--- config.mk ---
export PLATFORM = sky130hd
export DESIGN_NAME = memsel_decoder
export DESIGN_NICKNAME = d
export VERILOG_FILES = /design/src/rtl/memsel_pkg.sv /design/src/rtl/memsel_window.sv /design/src/rtl/memsel_sel_decode.sv /design/src/rtl/memsel_decoder.sv
export SDC_FILE = /design/constraint.sdc
export NUM_CORES = 1
export LEC_CHECK = 0
export BUFFER_PORTS_ARGS = -buffer_cell sky130_fd_sc_hd__buf_2
export CORE_MARGIN = 5
export CORE_UTILIZATION = 41
export CTS_CLUSTER_SIZE = 8
export DETAILED_ROUTE_END_ITERATION = 16
export PLACE_DENSITY_LB_ADDON = 0.08
export SLEW_MARGIN = 30
export SYNTH_ARGS = -nofsm -noshare
export SYNTH_HDL_FRONTEND = slang
export SYNTH_SLANG_ARGS = --single-unit
--- constraint.sdc ---
create_clock -name clk -period 1.89 [get_ports clk]
set_input_delay 0.378 -clock clk [delete_from_list [all_inputs] [get_ports clk]]
set_output_delay 0.378 -clock clk [all_outputs]
set_load 0.01 [all_outputs]
--- src/rtl/memsel_pkg.sv ---
package memsel_pkg;

    typedef enum logic [1:0] {
        REQ_IDLE  = 2'd0,
        REQ_READ  = 2'd1,
        REQ_WRITE = 2'd2,
        REQ_CLASH = 2'd3
    } req_kind_e;

    function automatic req_kind_e classify_req(input logic rd, input logic wr);
        req_kind_e k;
        case ({wr, rd})
            2'b01:   k = REQ_READ;
            2'b10:   k = REQ_WRITE;
            2'b11:   k = REQ_CLASH;
            default: k = REQ_IDLE;
        endcase
        return k;
    endfunction

endpackage

--- src/rtl/memsel_window.sv ---
module memsel_window #(
    parameter int TAG_W = 3
) (
    input  logic [TAG_W-1:0] tag,
    output logic             hit
);
    // The window is the top slice of the space: every upper tag bit set.
    always_comb begin
        hit = (tag == {TAG_W{1'b1}});
    end
endmodule

--- src/rtl/memsel_sel_decode.sv ---
module memsel_sel_decode #(
    parameter int NUM_DEV = 4,
    parameter int SEL_W   = 2
) (
    input  logic               en,
    input  logic [SEL_W-1:0]   idx,
    output logic [NUM_DEV-1:0] sel_n
);
    for (genvar g = 0; g < NUM_DEV; g++) begin : g_sel
        always_comb begin
            sel_n[g] = !(en && (idx == SEL_W'(g)));
        end
    end
endmodule

--- src/rtl/memsel_decoder.sv ---
module memsel_decoder
    import memsel_pkg::*;
#(
    parameter int ADDR_W  = 20,
    parameter int DEV_AW  = 15,
    parameter int NUM_DEV = 4
) (
    input  logic               clk,
    input  logic               rst_n,
    input  logic [ADDR_W-1:0]  bus_addr,
    input  logic               rd_req,
    input  logic               wr_req,
    output logic [NUM_DEV-1:0] dev_sel_n,
    output logic [DEV_AW-1:0]  dev_addr,
    output logic               rd_en_n,
    output logic               wr_en_n,
    output logic               req_err
);
    localparam int SEL_W = (NUM_DEV > 1) ? $clog2(NUM_DEV) : 1;
    localparam int TAG_W = ADDR_W - DEV_AW - SEL_W;

    typedef struct packed {
        logic [NUM_DEV-1:0] sel_n;
        logic [DEV_AW-1:0]  addr;
        logic               oe_n;
        logic               we_n;
        logic               err;
    } out_t;

    out_t      st_d, st_q;
    req_kind_e kind;
    logic      win_hit;
    logic      access;
    logic [NUM_DEV-1:0] sel_n_dec;

    memsel_window #(.TAG_W(TAG_W)) u_window (
        .tag (bus_addr[ADDR_W-1 -: TAG_W]),
        .hit (win_hit)
    );

    memsel_sel_decode #(.NUM_DEV(NUM_DEV), .SEL_W(SEL_W)) u_dec (
        .en    (access),
        .idx   (bus_addr[DEV_AW +: SEL_W]),
        .sel_n (sel_n_dec)
    );

    always_comb begin
        kind   = classify_req(rd_req, wr_req);
        access = win_hit && (kind == REQ_READ || kind == REQ_WRITE);
        st_d       = st_q;
        st_d.sel_n = sel_n_dec;
        st_d.addr  = bus_addr[DEV_AW-1:0];
        st_d.oe_n  = !(access && kind == REQ_READ);
        st_d.we_n  = !(access && kind == REQ_WRITE);
        st_d.err   = (kind == REQ_CLASH);
    end

    always_ff @(posedge clk or negedge rst_n) begin
        if (!rst_n) begin
            st_q.sel_n <= '1;
            st_q.addr  <= '0;
            st_q.oe_n  <= 1'b1;
            st_q.we_n  <= 1'b1;
            st_q.err   <= 1'b0;
        end else begin
            st_q <= st_d;
        end
    end

    assign dev_sel_n = st_q.sel_n;
    assign dev_addr  = st_q.addr;
    assign rd_en_n   = st_q.oe_n;
    assign wr_en_n   = st_q.we_n;
    assign req_err   = st_q.err;


    sel_onehot_chk: assert property (@(posedge clk) disable iff (!rst_n)
        $onehot0(~dev_sel_n));

    strobe_needs_sel_chk: assert property (@(posedge clk) disable iff (!rst_n)
        (&dev_sel_n) |-> (rd_en_n && wr_en_n));

    strobe_excl_chk: assert property (@(posedge clk) disable iff (!rst_n)
        !(!rd_en_n && !wr_en_n));

    err_quiet_chk: assert property (@(posedge clk) disable iff (!rst_n)
        req_err |-> ((&dev_sel_n) && rd_en_n && wr_en_n));

    outside_idle_chk: assert property (@(posedge clk) disable iff (!rst_n)
        (bus_addr[ADDR_W-1 -: TAG_W] != {TAG_W{1'b1}}) |=> (&dev_sel_n));

    clash_flag_chk: assert property (@(posedge clk) disable iff (!rst_n)
        (rd_req && wr_req) |=> req_err);

    addr_pass_chk: assert property (@(posedge clk) disable iff (!rst_n)
        1'b1 |=> (dev_addr == $past(bus_addr[DEV_AW-1:0])));
endmodule

# ---- Yosys cells after proc, flatten, opt, wreduce, memory -nomap -nowiden
# Cells that the tools add are included.
dict set report word_totals {
  ram_bits 0
  word_cells 31
  output_inout_bits 22
  latch_bits 0
  n_memories 0
  in_bits 24
  romBits 0
  reg_bits 22
}
dict set report op_classes {
  order_cmp 0
  n_mux 1
  n_mul 0
  add_sub_neg 0
  n_reduce_logical 15
  eq_ne 10
  shift 0
  n_bitwise 0
  div 0
}
# operator count
set op_table {}
lappend op_table {{== test 2 bit, second input constant} 6}
lappend op_table {{logical AND 1 bit} 7}
lappend op_table {{== test 2 x 1 -> 1 bit, second input constant} 3}
lappend op_table {{zero test 1 bit} 6}
lappend op_table {{one-hot mux 2 bit (3 select lines)} 1}
lappend op_table {{== test 3 bit, second input constant} 1}
lappend op_table {{zero test 2 bit} 1}
lappend op_table {{logical OR 1 bit} 1}

# ---- Logic depth before layout (Yosys ltp)
dict set report depth {
  ltp_word 7
  ltp_mapped 4
  ltp_nobuf 4
}

# ---- Hierarchy
# Synthesis repeated with hierarchy kept, for this count alone.
dict set report hier_totals {
  cells_unflattened 35
  area_unflattened_um2 658.1
}
# module seq_area_each_um2 area_per_inst_um2 cells_each instances
set by_module_without_submodules {}
lappend by_module_without_submodules {memsel_decoder 558.0 623.1 30 1}
lappend by_module_without_submodules {memsel_sel_decode 0.0 28.8 4 1}
lappend by_module_without_submodules {memsel_window 0.0 6.3 1 1}

# ---- Least setup slack after synthesis
# OpenSTA, ideal clock, no wires.
dict set report synth_path {
  kind {in2reg}
  from {input port rd_req}
  to {register st_q, in the netlist rd_en_n}
  n_path_buf 0
  t_arrival_ps 1010
  setup_slack_ps 804
  stages 4
  path_cell_list {inv_1 ha_1 and4b_1 nand2_1}
}
# element line_no
set synth_rtl {}
lappend synth_rtl {{start: declaration} memsel_decoder.sv:11} ;# input logic rd_req,
lappend synth_rtl {{end signal: assignment} memsel_decoder.sv:66} ;# st_q <= st_d;
lappend synth_rtl {{end: declaration} memsel_decoder.sv:30} ;# out_t st_d, st_q;

# ---- Worst setup path in the final report
dict set report layout_path {
  from {register st_q, in the netlist wr_en_n}
  to {output port wr_en_n}
}
# element line_no
set layout_rtl {}
lappend layout_rtl {{end: declaration} memsel_decoder.sv:16} ;# output logic wr_en_n,
# No word-level cell between the ends.

==> summary.txt <==
Critical path
  • Startpoint types: flip-flop
  • WP depth: 1
  • Crit. Startpoint: wr_en_n
  • CP max FO: 1
  • Critical path class: reg2out
  • Setup crit end: wr_en_n
  • Worst path top cell family by delay: flip-flops
  • Slowest-stage cell, CP: dfstp_2
  • CP max stage delay: 0.54 ns
  • CP required: 1.51 ns
  • Critical path cell sequence: buf_2
  • CP Capture Type: output port
  • WP data arrival: 0.96 ns
  • WP buf/inv: 1

Global route
  • Number of global-route vias before repair: 472
  • Met2 GRT Util: 16.3%
  • First-pass GRT wire length: 1.95 mm
  • Met3 usage in global routing: 3.55%
  • Global route hottest layer: met2
  • Antenna violations before repair: 0
  • Gr usage total: 10.3%
  • GR Util met1: 11.3%
  • Pin count of the biggest net entering global routing: 23
  • Total grt overflow: 0

STA
  • Max-slew violations: 0
  • Final Cycle Share: 70.7%
  • Worst hold slack: -0.0000899 ns
  • Setup TNS: 0 ns
  • Final setup viols: 0
  • Worst slew margin: 70.2%
  • RSZ-0062 raised after global routing: false
  • Final worst path period need: 1.34 ns
  • Slew @ Worst Pin: 0.446 ns
  • Final Hold Fails: 1
  • Fmax: 749 MHz

Route
  • DRC Markers: 0
  • Total vias in the final route: 466
  • Routed len/inst: 12.2 um
  • Vias per std cell: 4.61
  • DRT iter0 DRCs: 1
  • TritonRoute pass-1 iters: 3
  • Wirelength, routed: 1.23 mm
  • Antenna-violating nets left: 0

Clock network
  • Clk pin slew, worst setup/hold paths: 0.11 ns
  • CTS Hold Bufs: 0
  • Total clock sinks: 22
  • CTS Buffer Depth: 2
  • CTS Buf Count: 3
  • Post-CTS resize count: 0
  • CTS root buf: clkbuf_4
  • CTS H-tree depth: 1
  • CTS tree: done
  • # Post-CTS Setup Buffers: 0

Layout
  • Fin util: 62.6%
  • Nets: 113
  • Area delta synth->final: 41.8%
  • Most common cell after layout, fill and taps aside: buf_2
  • N_diodes: 0
  • Most frequent cells in the layout: buf_2, dfrtp_1, dfstp_2, ha_1, clkbuf_4
  • Filler instances: 130
  • Share of cells above drive strength 1: 67.1%

Floorplanning
  • Std cell rows: 14
  • Die X: 50.5 um
  • Initial core utilization: 44.2%
  • I/O pins: 46
  • Chip height: 50.5 um
  • Die area: 0.00255 mm^2
  • Core Region: 0.00152 mm^2

Power
  • Pwr/cell area: 857 mW/mm^2
  • LEAKAGE: 0.000492 uW
  • Worst vdd ir: 0.423 mV
  • Total Power: 818 uW

Synthesis
  • Yosys reg bits: 22
  • Share of the synthesized area in the top cell type: 59.5%
  • Post-synth top area cell: dfrtp_1
  • Syn Inst Count: 36
  • Mean Syn Cell Area: 18.7 um^2
  • Area contributors post-synth: dfrtp_1, dfstp_2, ha_1
  • Mapped Nets: 63
  • Yosys warns: 0
  • Sequential share of the synthesized area: 82.9%
  • Number of library cell types mapped by synthesis: 12
  • Synth Cell Area: 673 um^2

Worst hold path
  • Worst hold path class: in2async

Place
  • # port buffers: 45
  • Hpwl dp: 1.03 mm
  • Placer Congestion: 0.704

Run status
  • Status: finished, violations left
  • Failing checks: hold timing

Job
  • MaxCap Viol Count: 0
[how the worst min path moves through the flow]
| stage | startpoint | end | slack (ns) | cells past startpoint |
|---|---|---|---|---|
| final | rst_n | dev_addr[3] | -0.00009 | 1 |
| after global routing | rst_n | dev_addr[3] | 0.04 | 1 |
| after CTS | rst_n | dev_addr[9] | 0.01 | 1 |
| after detailed placement | rst_n | dev_addr[9] | 0.35 | 1 |
| after global placement | rst_n | dev_addr[2] | 0.35 | 1 |
| after floorplan | rst_n | dev_addr[0] | 0.08 | 0 |
[registers in the layout, indices dropped and copies added (netlist names)]
signal,cells
dev_sel_n,4
dev_addr,15
rd_en_n,1
wr_en_n,1
req_err,1
[through the flow]
step                      cells  hold slack, ns  cell area, um^2  setup slack (ns)
after floorplan              36          0.0824              673             0.804
after global placement       97           0.351              918             0.653
after detailed placement     97           0.353              918             0.627
after CTS                   101          0.0108              955             0.536
after global routing        101          0.0374              955             0.513
final                       101      -0.0000899              955             0.554
[layout make-up]
cell class                 instances  area [um^2]  share of cell area, %
sequential                        22          558                   58.5
timing repair buffer              45          225                   23.6
multi-input combinational         12          108                   11.3
clock buffer                       4         36.3                   3.80
tap                               16         20.0                   2.10
inverter                           2         7.51                  0.786
[logic make-up after synthesis]
group	count (synthesis)	synth area share, %
flops	22	82.9
simple gates	9	10.4
fa+ha+maj	3	5.58
buf+inv	2	1.12
[per-layer routing]
metal	routed length, um	vias up	share of wire [%]
met5	0	-	0
met4	17	0	1.4
met3	167	2	14
met2	637	28	52
met1	408	222	33
li1	-	214	-
[where the power goes]
group | internal (uW) | switching, uW | total, uW
clock | 117 | 130 | 247
sequential | 490 | 3.44 | 494
combinational | 37.1 | 40.0 | 77.1
[Yosys cell counts, drive strengths merged]
library cell	n
nand2	2
and4b	1
and3	1
nand4bb	1
nor2	1
nand4b	1
ha	3
nand3	1
dfrtp	16
inv	2
dfstp	6
nand3b	1
No activity file was read; power rests on OpenSTA's default activity.
